===== src/rtl/dma_seq_pkg.sv =====
package dma_seq_pkg;

  typedef enum logic [1:0] {
    MD_DEMAND  = 2'b00,
    MD_SINGLE  = 2'b01,
    MD_BLOCK   = 2'b10,
    MD_CASCADE = 2'b11
  } xfer_mode_e;

  typedef enum logic [3:0] {
    S_IDLE,
    S_HOLD,
    S_ADDR,
    S_XFER,
    S_CASC,
    S_MSA,
    S_MRD,
    S_MDA,
    S_MWR,
    S_REL
  } seq_state_e;

endpackage


===== src/rtl/dma_chan_regs.sv =====
module dma_chan_regs
  import dma_seq_pkg::*;
#(
  parameter int AW = 16,
  parameter int CW = 16
) (
  input  logic          clk,
  input  logic          rst,
  input  logic          load,
  input  logic [AW-1:0] ld_addr,
  input  logic [CW-1:0] ld_cnt,
  input  xfer_mode_e    ld_mode,
  input  logic          ld_to_mem,
  input  logic          step_addr,
  input  logic          step_cnt,
  input  logic          mark_done,
  input  logic          mark_tc,
  output logic [AW-1:0] cur_addr,
  output xfer_mode_e    mode,
  output logic          to_mem,
  output logic          done,
  output logic          tc_flag,
  output logic          cnt_zero
);

  logic [CW-1:0] cur_cnt;

  always_ff @(posedge clk) begin
    if (rst) begin
      cur_addr <= '0;
      cur_cnt  <= '0;
      mode     <= MD_SINGLE;
      to_mem   <= 1'b0;
      done     <= 1'b0;
      tc_flag  <= 1'b0;
    end else if (load) begin
      cur_addr <= ld_addr;
      cur_cnt  <= ld_cnt;
      mode     <= ld_mode;
      to_mem   <= ld_to_mem;
      done     <= 1'b0;
      tc_flag  <= 1'b0;
    end else begin
      if (step_addr) cur_addr <= cur_addr + AW'(1);
      if (step_cnt)  cur_cnt  <= cur_cnt - CW'(1);
      if (mark_done) done     <= 1'b1;
      if (mark_tc)   tc_flag  <= 1'b1;
    end
  end

  assign cnt_zero = (cur_cnt == '0);

  AST_DONE_STICKY: assert property (@(posedge clk) disable iff (rst)
    (done && !load) |=> done);

  AST_CNT_WRAP: assert property (@(posedge clk) disable iff (rst)
    (step_cnt && !load && cnt_zero) |=> (&cur_cnt));

endmodule


===== src/rtl/dma_prio_pick.sv =====
module dma_prio_pick #(
  parameter int NCH = 4,
  localparam int IW = $clog2(NCH)
) (
  input  logic [NCH-1:0] req,
  input  logic [IW-1:0]  base,
  output logic           valid,
  output logic [IW-1:0]  idx
);

  always_comb begin
    valid = 1'b0;
    idx   = '0;
    for (int k = 0; k < NCH; k++) begin
      logic [IW-1:0] j;
      j = base + IW'(k);
      if (!valid && req[j]) begin
        valid = 1'b1;
        idx   = j;
      end
    end
  end

endmodule


===== src/rtl/dma_seq_fsm.sv =====
module dma_seq_fsm
  import dma_seq_pkg::*;
#(
  parameter int NCH = 4,
  parameter int AW  = 16,
  localparam int IW = $clog2(NCH),
  localparam int LW = AW / 2,
  localparam int HW = AW - LW
) (
  input  logic           clk,
  input  logic           rst,
  input  logic [NCH-1:0] dreq,
  input  logic           hlda,
  input  logic           eop_in,
  input  logic           rotate_en,
  input  logic           m2m_en,
  input  logic           src_hold,
  input  logic [HW-1:0]  data_in,
  input  logic           pick_valid,
  input  logic [IW-1:0]  pick_idx,
  input  logic [AW-1:0]  ch_addr [NCH],
  input  xfer_mode_e     ch_mode [NCH],
  input  logic [NCH-1:0] ch_to_mem,
  input  logic [NCH-1:0] ch_zero,
  output logic [IW-1:0]  prio_base,
  output logic           hrq,
  output logic [NCH-1:0] dack,
  output logic [LW-1:0]  addr_lo,
  output logic [HW-1:0]  data_out,
  output logic           data_oe,
  output logic           adstb,
  output logic           mem_rd,
  output logic           mem_wr,
  output logic           io_rd,
  output logic           io_wr,
  output logic           eop_out,
  output logic [NCH-1:0] step_addr,
  output logic [NCH-1:0] step_cnt,
  output logic [NCH-1:0] mark_done,
  output logic [NCH-1:0] mark_tc
);

  seq_state_e    st;
  logic [IW-1:0] ch;
  logic [HW-1:0] temp;
  logic [AW-1:0] sel_addr;
  logic          xfer_end;
  logic          copy_end;
  logic [IW-1:0] next_base;

  assign next_base = rotate_en ? ch + IW'(1) : '0;

  always_comb begin
    xfer_end = ch_zero[ch] || eop_in || (ch_mode[ch] == MD_SINGLE) ||
               ((ch_mode[ch] == MD_DEMAND) && !dreq[ch]);
    copy_end = ch_zero[1] || eop_in;
  end

  always_ff @(posedge clk) begin
    if (rst) begin
      st        <= S_IDLE;
      ch        <= '0;
      temp      <= '0;
      prio_base <= '0;
    end else begin
      case (st)
        S_IDLE: if (pick_valid) begin
          ch <= pick_idx;
          st <= S_HOLD;
        end
        S_HOLD: if (hlda) begin
          if (ch_mode[ch] == MD_CASCADE)  st <= S_CASC;
          else if (m2m_en && ch == '0)    st <= S_MSA;
          else                            st <= S_ADDR;
        end
        S_ADDR: st <= S_XFER;
        S_XFER: if (xfer_end) begin
          st        <= S_REL;
          prio_base <= next_base;
        end else begin
          st <= S_ADDR;
        end
        S_CASC: if (!dreq[ch]) begin
          st        <= S_REL;
          prio_base <= next_base;
        end
        S_MSA: st <= S_MRD;
        S_MRD: begin
          temp <= data_in;
          st   <= S_MDA;
        end
        S_MDA: st <= S_MWR;
        S_MWR: if (copy_end) begin
          st        <= S_REL;
          prio_base <= next_base;
        end else begin
          st <= S_MSA;
        end
        S_REL:   if (!hlda) st <= S_IDLE;
        default: st <= S_IDLE;
      endcase
    end
  end

  always_comb begin
    sel_addr  = ch_addr[ch];
    if (st == S_MSA || st == S_MRD) sel_addr = ch_addr[0];
    if (st == S_MDA || st == S_MWR) sel_addr = ch_addr[1];

    hrq       = !(st == S_IDLE || st == S_REL);
    dack      = '0;
    if (st == S_ADDR || st == S_XFER || st == S_CASC) dack[ch] = 1'b1;
    adstb     = (st == S_ADDR) || (st == S_MSA) || (st == S_MDA);
    addr_lo   = (st == S_ADDR || st == S_XFER || st == S_MSA ||
                 st == S_MRD || st == S_MDA || st == S_MWR) ? sel_addr[LW-1:0] : '0;
    data_oe   = adstb || (st == S_MWR);
    data_out  = adstb ? sel_addr[AW-1:LW] : ((st == S_MWR) ? temp : '0);
    io_rd     = (st == S_XFER) && ch_to_mem[ch];
    io_wr     = (st == S_XFER) && !ch_to_mem[ch];
    mem_wr    = io_rd || (st == S_MWR);
    mem_rd    = io_wr || (st == S_MRD);
    eop_out   = ((st == S_XFER) && ch_zero[ch]) || ((st == S_MWR) && ch_zero[1]);

    step_addr = '0;
    step_cnt  = '0;
    mark_done = '0;
    mark_tc   = '0;
    if (st == S_XFER) begin
      step_addr[ch] = 1'b1;
      step_cnt[ch]  = 1'b1;
      if (ch_zero[ch]) begin
        mark_tc[ch]   = 1'b1;
        mark_done[ch] = 1'b1;
      end else if (eop_in) begin
        mark_done[ch] = 1'b1;
      end
    end
    if (st == S_MWR) begin
      step_addr[1] = 1'b1;
      step_cnt[1]  = 1'b1;
      if (!src_hold) step_addr[0] = 1'b1;
      if (copy_end) begin
        mark_done[0] = 1'b1;
        mark_done[1] = 1'b1;
        mark_tc[1]   = ch_zero[1];
      end
    end
  end

  AST_DACK_AFTER_HLDA: assert property (@(posedge clk) disable iff (rst)
    $rose(|dack) |-> $past(hlda));

  AST_DACK_NEEDS_HRQ: assert property (@(posedge clk) disable iff (rst)
    (|dack) |-> hrq);

  AST_DACK_ONEHOT: assert property (@(posedge clk) disable iff (rst)
    $onehot0(dack));

  AST_ADSTB_ON_GRANT: assert property (@(posedge clk) disable iff (rst)
    adstb |-> $past(hlda));

  AST_EOP_RELEASES: assert property (@(posedge clk) disable iff (rst)
    eop_out |=> !hrq);

endmodule


===== src/rtl/dma_xfer_seq.sv =====
module dma_xfer_seq
  import dma_seq_pkg::*;
#(
  parameter int NCH = 4,
  parameter int AW  = 16,
  parameter int CW  = 16,
  localparam int IW = $clog2(NCH),
  localparam int LW = AW / 2,
  localparam int HW = AW - LW
) (
  input  logic           clk,
  input  logic           rst,
  input  logic           cfg_we,
  input  logic [IW-1:0]  cfg_ch,
  input  logic [AW-1:0]  cfg_addr,
  input  logic [CW-1:0]  cfg_count,
  input  logic [1:0]     cfg_mode,
  input  logic           cfg_to_mem,
  input  logic           en,
  input  logic           rotate_en,
  input  logic           m2m_en,
  input  logic           src_hold,
  input  logic [NCH-1:0] chan_mask,
  input  logic [NCH-1:0] dreq,
  input  logic           hlda,
  input  logic           eop_in,
  input  logic [HW-1:0]  data_in,
  output logic           hrq,
  output logic [NCH-1:0] dack,
  output logic [LW-1:0]  addr_lo,
  output logic [HW-1:0]  data_out,
  output logic           data_oe,
  output logic           adstb,
  output logic           mem_rd,
  output logic           mem_wr,
  output logic           io_rd,
  output logic           io_wr,
  output logic           eop_out,
  output logic [NCH-1:0] tc_flags
);

  logic [AW-1:0]  ch_addr [NCH];
  xfer_mode_e     ch_mode [NCH];
  logic [NCH-1:0] ch_to_mem, ch_zero, ch_done, elig;
  logic [NCH-1:0] step_addr, step_cnt, mark_done, mark_tc;
  logic [IW-1:0]  prio_base, pick_idx;
  logic           pick_valid;

  for (genvar i = 0; i < NCH; i++) begin : g_chan
    dma_chan_regs #(.AW(AW), .CW(CW)) u_regs (
      .clk       (clk),
      .rst       (rst),
      .load      (cfg_we && (cfg_ch == IW'(i))),
      .ld_addr   (cfg_addr),
      .ld_cnt    (cfg_count),
      .ld_mode   (xfer_mode_e'(cfg_mode)),
      .ld_to_mem (cfg_to_mem),
      .step_addr (step_addr[i]),
      .step_cnt  (step_cnt[i]),
      .mark_done (mark_done[i]),
      .mark_tc   (mark_tc[i]),
      .cur_addr  (ch_addr[i]),
      .mode      (ch_mode[i]),
      .to_mem    (ch_to_mem[i]),
      .done      (ch_done[i]),
      .tc_flag   (tc_flags[i]),
      .cnt_zero  (ch_zero[i])
    );
    assign elig[i] = en && dreq[i] && !chan_mask[i] && !ch_done[i] &&
                     !(m2m_en && i == 1);
  end

  dma_prio_pick #(.NCH(NCH)) u_pick (
    .req   (elig),
    .base  (prio_base),
    .valid (pick_valid),
    .idx   (pick_idx)
  );

  dma_seq_fsm #(.NCH(NCH), .AW(AW)) u_fsm (
    .clk        (clk),
    .rst        (rst),
    .dreq       (dreq),
    .hlda       (hlda),
    .eop_in     (eop_in),
    .rotate_en  (rotate_en),
    .m2m_en     (m2m_en),
    .src_hold   (src_hold),
    .data_in    (data_in),
    .pick_valid (pick_valid),
    .pick_idx   (pick_idx),
    .ch_addr    (ch_addr),
    .ch_mode    (ch_mode),
    .ch_to_mem  (ch_to_mem),
    .ch_zero    (ch_zero),
    .prio_base  (prio_base),
    .hrq        (hrq),
    .dack       (dack),
    .addr_lo    (addr_lo),
    .data_out   (data_out),
    .data_oe    (data_oe),
    .adstb      (adstb),
    .mem_rd     (mem_rd),
    .mem_wr     (mem_wr),
    .io_rd      (io_rd),
    .io_wr      (io_wr),
    .eop_out    (eop_out),
    .step_addr  (step_addr),
    .step_cnt   (step_cnt),
    .mark_done  (mark_done),
    .mark_tc    (mark_tc)
  );

  AST_HRQ_NEEDS_REQ: assert property (@(posedge clk) disable iff (rst)
    $rose(hrq) |-> $past(|elig));

  AST_SRC_FIXED: assert property (@(posedge clk) disable iff (rst)
    (m2m_en && src_hold && hrq && !cfg_we) |=> $stable(ch_addr[0]));

endmodule


===== config.mk =====
export PLATFORM = sky130hd
export DESIGN_NAME = dma_xfer_seq
export DESIGN_NICKNAME = d
export VERILOG_FILES = /design/src/rtl/dma_seq_pkg.sv /design/src/rtl/dma_chan_regs.sv /design/src/rtl/dma_prio_pick.sv /design/src/rtl/dma_seq_fsm.sv /design/src/rtl/dma_xfer_seq.sv
export SDC_FILE = /design/constraint.sdc
export NUM_CORES = 1
export LEC_CHECK = 0
export BUFFER_PORTS_ARGS = -buffer_cell sky130_fd_sc_hd__buf_2
export CORE_MARGIN = 4
export CORE_UTILIZATION = 40
export DETAILED_ROUTE_END_ITERATION = 8
export PLACE_DENSITY = 0.66
export RECOVER_POWER = 100
export SLEW_MARGIN = 20
export SYNTH_ARGS = -nofsm -noshare
export SYNTH_HDL_FRONTEND = slang
export SYNTH_SLANG_ARGS = --single-unit

===== constraint.sdc =====
create_clock -name clk -period 7.63 [get_ports clk]
set_clock_uncertainty 0.05 [all_clocks]
set_input_delay 0.3815 -clock clk [delete_from_list [all_inputs] [get_ports clk]]
set_output_delay 0.3815 -clock clk [all_outputs]
set_load 0.005 [all_outputs]

==> results.json, run 1 <==
{
  "outcome": "complete, but fails checks",
  "hpwlAfterDp_mm": 19.6,
  "synth-xor-area-share": 0.0934,
  "final_max_slew_viol_count": 65,
  "synthDistinctLibCells": 74,
  "synth.avg_cell_area_um2": 8.05,
  "cts.sink_count": 164,
  "final_common_cell": "dfxtp_1",
  "drc": 0,
  "grt_overflow": 0,
  "synth_top_area_frac": 0.350,
  "maxCapViolations": 2,
  "clkTransAtPathRegs_ns": 0.07,
  "dr.max_layer_used": "met5",
  "end_kind": "register",
  "nets": 1276,
  "cp_slowest_cell": "a2111oi_0",
  "yosys-top-cells-area": "dfxtp_1, a211oi_1, nor2_1",
  "violations": "capacitance limit, slew limit",
  "max_freq_mhz": 229,
  "vdd_drop_max_v": 0.000134,
  "vias_per_cell": 5.64,
  "worst_slew_pin_slew_ns": 2.89,
  "cts_repair_resize_count": 0,
  "vias": 8624,
  "cts.repair_timing.setup_buffer_count": 0,
  "synth_largest_area_cell": "dfxtp_1",
  "path_buf_inv": 1,
  "synth_top_family_by_area": "simple AND/OR/NAND/NOR gates",
  "synthAdderAreaFrac": 0.0160,
  "start_util": 0.411,
  "crit_type": "reg -> reg",
  "stdcell_area_um2": 10400,
  "synth_compound_area_frac": 0.222,
  "antenna_found_initial": 3,
  "met3_length_mm": 1.33,
  "hold_class": "in -> reg",
  "grt_pass1_wl_mm": 43.3,
  "synthFlopType": "dfxtp_1",
  "synth_nets": 1239,
  "numCtsBuffers": 17,
  "drive_gt1_frac": 0.114,
  "syn_area_um2": 9380,
  "num_io_pins": 94,
  "post-route-util": 0.456,
  "synth_edf_count": 0,
  "cp_top_family": "compound AO/OA/AOI/OAI gates",
  "hold_slack_ns": 0.137,
  "ctsLongestPathBuffers": 2,
  "routed_wl_mm": 27.2,
  "portBuffers": 93,
  "worst_skew_pair.late_latency_ns": 0.43,
  "crit_fanout": 14,
  "h-tree-depth": 4,
  "dieHeight_um": 161,
  "critPathRequiredTime_ns": 7.87,
  "grt_pass1_vias": 8013,
  "synth_seq_area_share": 0.350,
  "cp.arrival_ns": 4.61,
  "yosys.area_share.simple": 0.253,
  "max_stage_delay_ns": 1.35,
  "wl_met1_mm": 12.7,
  "cts-root-buf": "clkbuf_16",
  "placed_area_um2": 9950,
  "drtIter0Drc": 726,
  "routedWlPerCell_um": 17.8,
  "die_x_um": 161,
  "cellLeakagePower_nw": 3.56,
  "ys_async_sr_fraction": 0,
  "grtUsageTotal": 0.207,
  "setup_tns_ns": 0,
  "rsz0062_at_grt": "no",
  "drtPass1Iterations": 5,
  "cts_tree": "yes",
  "relSlewSlack": -0.927,
  "final.min_clock_period_ns": 4.37,
  "finalHoldViolations": 0,
  "fp.coreArea_um2": 22800,
  "synthMuxAreaShare": 0.0160,
  "yosys_warnings": 0,
  "worst_setup_path_start_kind": "register",
  "final_cell_mix": "dfxtp_1, nor2_1, nand2_1",
  "place_congestion": 0.866,
  "fin_crit_sh": 0.573,
  "met2_length_mm": 12.6,
  "area_growth_pct": 11.1,
  "placementRows": 55,
  "die_area_um2": 26000,
  "grt_start_max_net_pins": 97,
  "holdBufCountCts": 0,
  "pwr_density_cell_nw_per_um2": 212,
  "ys_seq_elements": 164,
  "crit_chain": "clkbuf_1 > ha_1 > nand4b_1 > a2111oi_0 > nand3_1 > nor3_1 > xnor2_1 > a21oi_1",
  "synth_cells": 1165,
  "drtAntennaViolNets": 0,
  "setup_viol": 0
}
[logic make-up (layout without fill, tap and decap cells)]
logic type / Yosys count / after routing
other: 0 / 1
xor gates and xnor gates: 100 / 100
adders and majority gates: 12 / 12
and+or+nand+nor: 478 / 478
buffers and inverters: 109 / 158
AOI/OAI and AO/OA: 292 / 292
muxes: 10 / 10
DFF: 164 / 164
[per-stage QoR]
stage	power (mW)	std cells	worst slack (ns)
5_1_grt	2.30	1528	2.91
2_1_floorplan	1.23	1165	5.08
6_report	2.21	1528	3.26
3_5_place_dp	1.34	1496	4.21
4_1_cts	2.23	1527	3.95
3_3_place_gp	1.33	1496	4.30
[cells in the mapped netlist (7+ instances only)]
master    count
nor2_1      162
and2_1       12
o221ai_1      8
o21ai_0      49
ha_1         12
clkbuf_1     58
inv_1        23
buf_1         7
o22ai_1       8
nand4_1      22
dfxtp_1     164
a222oi_1      7
nor4_1       21
a22o_1        8
xnor2_1      53
nand3_1      34
nand2b_1      8
a311oi_1     20
or3_1        22
buf_2        11
nand2_1     107
a21oi_1      52
a211oi_1     99
and3_1        9
xor2_1       47
a22oi_1       9
nor3_1       28
[cell type report]
class                      count  area, µm²
fill                        2286      12400
multi-input combinational    892       5540
sequential                   164       3280
timing repair buffer         102        507
clock buffer                  20        457
tap                          313        392
clock inverter                11        150
inverter                      25       93.8
antenna                        1       2.50
[power by group]
part           switching, mW  leakage [nW]  internal, mW  total [mW]
sequential            0.0636          1.34         0.903       0.967
clock                  0.365         0.293         0.533       0.898
combinational          0.210          1.93         0.137       0.347
[registers in the layout, summed over array words and instances (netlist names)]
register and cells:
u_fsm.prio_base 2, g_chan.u_regs.cur_cnt 64, u_fsm.st 4, g_chan.u_regs.done 4, g_chan.u_regs.cur_addr 64, g_chan.u_regs.to_mem 4, g_chan.u_regs.tc_flag 4, g_chan.u_regs.mode 8
u_fsm.ch 2, u_fsm.temp 8
[final timing paths]
path,end,slack [ns],depth (start not counted),start
hold reg to reg,g_chan[0].u_regs.to_mem,0.41,2,g_chan[0].u_regs.to_mem
hold / removal,u_fsm.temp[2],0.14,3,data_in[2]
setup / recovery,g_chan[1].u_regs.cur_addr[15],3.26,8,u_fsm.ch[0]
setup reg to reg,g_chan[1].u_regs.cur_addr[15],3.26,8,u_fsm.ch[0]
[metal layers]
metal / GRT usage / up-vias
li1: - / 4313
met2: 0.337 / 208
met4: 0.0570 / 4
met1: 0.281 / 4067
met5: 0 / -
met3: 0.0401 / 32
[worst reg2reg max path, stage by stage, from the launching register on]
cell       delay [ns]
dfxtp_1          0.33
clkbuf_1         0.83
ha_1             0.42
nand4b_1         0.23
a2111oi_0        1.35
nand3_1          0.43
nor3_1           0.35
xnor2_1          0.17
a21oi_1          0.08
Power figures use the tool's default switching activity.
==> run 2, diff against run 1 <==
--- a/config.mk
+++ b/config.mk
@@ -5,11 +5,12 @@
 export SDC_FILE = /design/constraint.sdc
 export NUM_CORES = 1
 export LEC_CHECK = 0
+export ABC_AREA = 1
 export BUFFER_PORTS_ARGS = -buffer_cell sky130_fd_sc_hd__buf_2
 export CORE_MARGIN = 4
 export CORE_UTILIZATION = 40
 export DETAILED_ROUTE_END_ITERATION = 8
-export PLACE_DENSITY = 0.66
+export PLACE_DENSITY = 0.65
 export RECOVER_POWER = 100
 export SLEW_MARGIN = 20
 export SYNTH_ARGS = -nofsm -noshare
==> constraint.sdc (replaced) <==
create_clock -name clk -period 4.57 [get_ports clk]
set_clock_uncertainty 0.05 [all_clocks]
set_input_delay 0.2285 -clock clk [delete_from_list [all_inputs] [get_ports clk]]
set_output_delay 0.2285 -clock clk [all_outputs]
set_load 0.005 [all_outputs]
==> run 2 against run 1 <==
The run still ends with capacitance limit, slew limit left. Final cell count up 30%. Synthesized cell count up 36%. Setup slack worse by 2.4 ns. Routed wire length up 23%. Highest routed layer is now met4. Flip-flop and latch count unchanged. Largest cell class unchanged. Area after synthesis up 9.5%.
==> results.json, run 2 <==
{
  "hold_class": "in -> reg",
  "place_inst": 1949,
  "drtAntennaViolNets": 0,
  "cp.arrival_ns": 3.42,
  "vias_per_cell": 5.40,
  "ys_seq_elements": 164,
  "synthFlopType": "dfxtp_1",
  "yosys.cell_count.top_type": "nand2_1",
  "comb_power_share": 0.328,
  "pwr_density_cell_nw_per_um2": 404,
  "reg_top3": "g_chan.u_regs.cur_addr: 64 flops, g_chan.u_regs.cur_cnt: 64 flops",
  "power_frac_clock": 0.317,
  "busiest_layer": "met2",
  "hold_path_end": "u_fsm.temp[7]",
  "layout.cells.non_filler": 1987,
  "synth_seq_area_share": 0.320,
  "dieHeight_um": 168,
  "cts_repair_resize_count": 0,
  "reg2reg_from": "u_fsm.st[1]",
  "rr_endpoint": "g_chan[1].u_regs.cur_cnt[8]",
  "hpwlAfterDp_mm": 24.1,
  "crit_fanout": 16,
  "die_x_um": 168,
  "final_cell_mix": "nand2_1, nor2_1, dfxtp_1",
  "drc": 0,
  "cts-root-buf": "clkbuf_16",
  "synth_common_cells": "nand2_1, nor2_1, dfxtp_1",
  "h-tree-depth": 4,
  "startpoint": "u_fsm.st[1]",
  "grtUsageTotal": 0.234,
  "synthDistinctLibCells": 54,
  "synth_cells": 1585,
  "synth.avg_cell_area_um2": 6.48,
  "ctsLongestPathBuffers": 2,
  "grt_start_max_net_pins": 55,
  "ys_async_sr_fraction": 0,
  "vias": 10700,
  "yosys-top-cells-area": "dfxtp_1, nand2_1, nor2_1",
  "grt_pass1_wl_mm": 53.6,
  "final_max_slew_viol_count": 39,
  "critPathRequiredTime_ns": 4.29,
  "finalHoldViolations": 0,
  "worst_setup_path_start_kind": "register",
  "grt_overflow": 0,
  "worst_skew_pair.late_latency_ns": 0.44,
  "nets": 1718,
  "worst_slew_pin_slew_ns": 1.67,
  "synth_edf_count": 0,
  "yosys_warnings": 0,
  "drtIter0Drc": 804,
  "rrSetupSlack_ns": 0.93,
  "outcome": "complete, but fails checks",
  "routed_wl_mm": 33.6,
  "routedWlPerCell_um": 16.9,
  "crit_type": "reg -> out",
  "fin_crit_sh": 0.809,
  "setup_tns_ns": 0,
  "placementRows": 58,
  "rsz0062_at_grt": "no",
  "drtPass1Iterations": 7,
  "clkTransAtPathRegs_ns": 0.07,
  "diodes": 0,
  "cts.sink_count": 164,
  "maxCapViolations": 1,
  "violations": "capacitance limit, slew limit",
  "fillers": 2689,
  "area_growth_pct": 10.9,
  "drive_gt1_frac": 0.0821,
  "setup_viol": 0,
  "seqPwrFrac": 0.355,
  "portBuffers": 93,
  "final.min_clock_period_ns": 3.69,
  "cellLeakagePower_nw": 4.67,
  "fp.coreArea_um2": 25300,
  "holdBufCountCts": 6,
  "worstRegToRegCells": 9,
  "min-delay-start": "data_in[7]",
  "start_util": 0.407,
  "synth_top_area_frac": 0.320,
  "antenna_found_initial": 0,
  "cts_tree": "yes",
  "relSlewSlack": -0.116,
  "max_freq_mhz": 271,
  "synth_nets": 1659,
  "gr-usage-met3": 0.0336,
  "grt_pass1_vias": 10200,
  "min_path_cells": 3,
  "place_congestion": 0.921,
  "cell_internal_pwr_mw": 2.81,
  "switching_share": 0.389,
  "final_common_cell": "nand2_1",
  "use_met2": 0.398,
  "syn_area_um2": 10300,
  "num_io_pins": 94,
  "netSwitchingPower_mw": 1.79,
  "synth_largest_area_cell": "dfxtp_1",
  "end_kind": "primary output",
  "grtUsageMet1": 0.301,
  "numCtsBuffers": 17,
  "cts.repair_timing.setup_buffer_count": 0,
  "die_area_um2": 28300,
  "vdd_drop_max_v": 0.000222
}
run 2: cell families (layout without fill, tap and decap cells):
kind of cell / Yosys count / in the layout / synth area share
AO/OA/AOI/OAI: 325 / 325 / 0.190
XOR/XNOR: 69 / 69 / 0.0588
adder cells (fa/ha/maj): 12 / 12 / 0.0146
buffers and inverters: 238 / 310 / 0.0955
flip-flops: 164 / 164 / 0.320
AND/OR/NAND/NOR: 777 / 777 / 0.321
run 2: worst max path at each step:
stage / cells past startpoint / slack [ns] / endpoint
floorplan: 11 / 2.59 / g_chan[0].u_regs.cur_addr[10]
global placement: 9 / 1.61 / g_chan[0].u_regs.cur_addr[10]
detailed placement: 9 / 1.55 / g_chan[0].u_regs.cur_addr[10]
CTS: 10 / 1.38 / data_out[0]
global route: 9 / 0.69 / g_chan[1].u_regs.cur_addr[6]
finish: 9 / 0.88 / data_out[0]
run 2: area by class of cell:
type	count	area [µm²]	share of cell area
Clock buffer	23	488	0.0428
Clock inverter	9	95.1	0.00835
Inverter	170	643	0.0565
Multi-Input combinational cell	1183	5910	0.519
Sequential cell	164	3280	0.288
Tap cell	330	413	0.0362
Timing Repair Buffer	108	561	0.0492
run 2: stage by stage:
step | instance area [µm²] | total power [mW] | hold WS, ns | utilization | setup slack [ns]
finish | 11400 | 4.60 | 0.0103 | 0.451 | 0.875
global route | 11400 | 4.87 | 0.0129 | 0.451 | 0.690
CTS | 11500 | 4.63 | 0.00241 | 0.457 | 1.38
detailed placement | 10900 | 3.18 | 0.396 | 0.431 | 1.55
global placement | 10900 | 3.17 | 0.388 | 0.431 | 1.61
floorplan | 10300 | 2.76 | 0.292 | - | 2.59
run 2: routing by layer:
metal  vias up  wire length, µm
li1       5327                -
met1      5040            15000
met2       305            15900
met3        59             1700
met4         0             1010
met5         -                0
run 2: critical path, stage by stage (launching register included):
cell and delay [ns]:
dfxtp_1 0.36, nor2_1 0.18, nand2_1 0.09, nor2_1 0.73, inv_1 0.34, o21ai_2 0.17
a31oi_1 0.24, o21ai_0 0.54, a22o_1 0.19, clkbuf_1 0.12
run 2: power by group through the flow:
stage | Combinational, mW | Sequential, mW | Clock (mW)
2_1_floorplan | 1.15 | 1.62 | 0
3_3_place_gp | 1.51 | 1.66 | 0
3_5_place_dp | 1.52 | 1.66 | 0
4_1_cts | 1.53 | 1.63 | 1.47
5_1_grt | 1.69 | 1.65 | 1.53
6_report | 1.51 | 1.63 | 1.46
==> run 3, diff against run 2 <==
--- a/config.mk
+++ b/config.mk
@@ -5,12 +5,12 @@
 export SDC_FILE = /design/constraint.sdc
 export NUM_CORES = 1
 export LEC_CHECK = 0
-export ABC_AREA = 1
+export ABC_AREA = 0
 export BUFFER_PORTS_ARGS = -buffer_cell sky130_fd_sc_hd__buf_2
 export CORE_MARGIN = 4
 export CORE_UTILIZATION = 40
 export DETAILED_ROUTE_END_ITERATION = 8
-export PLACE_DENSITY = 0.65
+export PLACE_DENSITY = 0.66
 export RECOVER_POWER = 100
 export SLEW_MARGIN = 20
 export SYNTH_ARGS = -nofsm -noshare
==> constraint.sdc (replaced) <==
create_clock -name clk -period 3.6 [get_ports clk]
set_clock_uncertainty 0.05 [all_clocks]
set_input_delay 0.18 -clock clk [delete_from_list [all_inputs] [get_ports clk]]
set_output_delay 0.18 -clock clk [all_outputs]
set_load 0.005 [all_outputs]
==> run 3 against run 2 <==
The run still ends with capacitance limit, slew limit left. Worst hold slack improved by 0.014 ns. Highest routed layer is now met5. First-iteration DRC count fell by 6.1%. Global-route usage decreased by 2.5 points. Via count down 18%. Clock power rose by 32%. Critical path type unchanged. Cell area is 6.2% lower. Routed wire length fell by 18%. Final cell count down 22%. Count of clock-buffer cells in the layout down 4. Sequential share of layout area rose by 1.9 points. Register-to-register slack got worse by 0.53 ns. Largest power group unchanged.
==> results.json, run 3 (synthesis gave the netlist of run 1 again) <==
{
  "hold_slack_ns": 0.0240,
  "final_cell_mix": "dfxtp_1, nor2_1, nand2_1",
  "clkTransAtPathRegs_ns": 0.07,
  "grt_start_max_net_pins": 154,
  "pre_cts_ws_ns": 0.698,
  "die_x_um": 161,
  "worst_setup_path_start_kind": "register",
  "crit_type": "reg -> out",
  "final_max_slew_viol_count": 151,
  "path_buf_inv": 1,
  "final.min_clock_period_ns": 3.32,
  "drtPass1Iterations": 5,
  "worst_slew_pin_slew_ns": 2.91,
  "relSlewSlack": -0.943,
  "fin_crit_sh": 0.923,
  "crit_chain": "or4_1 > or4_4 > nor4_1 > or4_1 > a22o_1 > buf_2",
  "grt_pass1_vias": 8229,
  "start_util": 0.411,
  "drive_gt1_frac": 0.114,
  "area_growth_pct": 13.9,
  "vias_per_cell": 5.68,
  "dieHeight_um": 161,
  "end_kind": "primary output",
  "num_io_pins": 94,
  "post-route-util": 0.468,
  "grt_overflow": 0,
  "finalHoldViolations": 0,
  "nets": 1301,
  "maxCapViolations": 3,
  "critPathRequiredTime_ns": 3.37,
  "crit_fanout": 13,
  "max_stage_delay_ns": 0.61,
  "portBuffers": 93,
  "h-tree-depth": 4,
  "placed_area_um2": 10100,
  "pwr_density_cell_nw_per_um2": 445,
  "placementRows": 55,
  "fillers": 2318,
  "setup_viol": 0,
  "fp.coreArea_um2": 22800,
  "cts.repair_timing.setup_buffer_count": 0,
  "cellLeakagePower_nw": 3.66,
  "cts-root-buf": "clkbuf_16",
  "die_area_um2": 26000,
  "diodes": 0,
  "hold_class": "in -> reg",
  "cp_common_cell": "or4_1",
  "antenna_found_initial": 1,
  "numCtsBuffers": 17,
  "grt_pass1_wl_mm": 44.3,
  "routedWlPerCell_um": 17.8,
  "final_common_cell": "dfxtp_1",
  "hpwlAfterDp_mm": 20.0,
  "ctsLongestPathBuffers": 2,
  "final.setup.worst_slack_ns": 0.278,
  "cts_tree": "yes",
  "outcome": "complete, but fails checks",
  "routed_wl_mm": 27.7,
  "cp_slowest_cell": "or4_1",
  "max_freq_mhz": 301,
  "violations": "capacitance limit, slew limit",
  "vias": 8821,
  "drc": 0,
  "drtAntennaViolNets": 0,
  "grtUsageTotal": 0.210,
  "rsz0062_at_grt": "no",
  "vdd_drop_max_v": 0.000303,
  "setup_tns_ns": 0,
  "cp_top_family": "simple AND/OR/NAND/NOR gates",
  "reg_top3": "g_chan.u_regs.cur_addr: 64 flops, g_chan.u_regs.cur_cnt: 64 flops",
  "cts.sink_count": 164,
  "place_congestion": 0.890,
  "worst_skew_pair.late_latency_ns": 0.43,
  "stdcell_area_um2": 10700,
  "drtIter0Drc": 755,
  "cp.arrival_ns": 3.09
}
==> run 3: changes by cell type in the layout (fill, tap and decap cells not counted), sizes merged, moves of 20 or more <==
cell | before | now
nand2 | 447 | 108
inv | 170 | 28
a211oi | 11 | 104
a31oi | 75 | 0
nand3 | 81 | 35
xnor2 | 11 | 53
o21ai | 86 | 52
a21oi | 85 | 54
nor2 | 189 | 162
or3 | 0 | 24
a311oi | 0 | 20
==> run 3: stage by stage <==
| step | power [mW] | instances |
|---|---|---|
| floorplan | 2.61 | 1165 |
| global placement | 2.85 | 1508 |
| detailed placement | 2.86 | 1508 |
| CTS | 4.79 | 1552 |
| global route | 4.97 | 1552 |
| finish | 4.75 | 1552 |
==> run 3: routing by layer <==
| metal | GRT usage | part of all wire | vias up |
|---|---|---|---|
| li1 | - | - | 4368 |
| met1 | 0.287 | 0.46 | 4138 |
| met2 | 0.345 | 0.46 | 275 |
| met3 | 0.0431 | 0.064 | 38 |
| met4 | 0.0446 | 0.014 | 2 |
| met5 | 0 | 0.00029 | - |
==> run 3: layout make-up <==
type,instances,area (µm²),share of cell area
Clock buffer,19,443,0.0414
Clock inverter,12,168,0.0157
Inverter,25,93.8,0.00878
Multi-Input combinational cell,892,5600,0.524
Sequential cell,164,3280,0.307
Tap cell,313,392,0.0366
Timing Repair Buffer,127,712,0.0666
==> run 3: power breakdown <==
part	switching [mW]	total [mW]	internal, mW
clock	0.804	1.93	1.12
combinational	0.485	0.800	0.314
sequential	0.115	2.03	1.91
==> run 3: worst reg2reg max path, delay by kind of cell, from the launching register on <==
kind	cells	cell delay (ns)
adders and majority gates	1	0.33
and+or+nand+nor	2	0.60
AOI/OAI and AO/OA	1	0.23
buffers and inverters	2	1.07
DFF	1	0.61
xor gates and xnor gates	1	0.19
==> run 3: final timing paths <==
kind	startpoint	depth (start not counted)	endpoint	slack, ns
hold / removal	cfg_addr[10]	3	g_chan[1].u_regs.cur_addr[10]	0.02
setup / recovery	g_chan[0].u_regs.cur_cnt[6]	6	eop_out	0.28
hold reg to reg	g_chan[3].u_regs.to_mem	2	g_chan[3].u_regs.to_mem	0.41
setup reg to reg	u_fsm.ch[0]	7	g_chan[3].u_regs.cur_addr[4]	0.40
==> run 3: what timing repair did <==
action                                  in CTS  in global routing
hold buffers                                13                  0
gates resized for setup                      0                  1
endpoints found under the setup margin       0                  3
endpoints found under the hold margin       26                  0
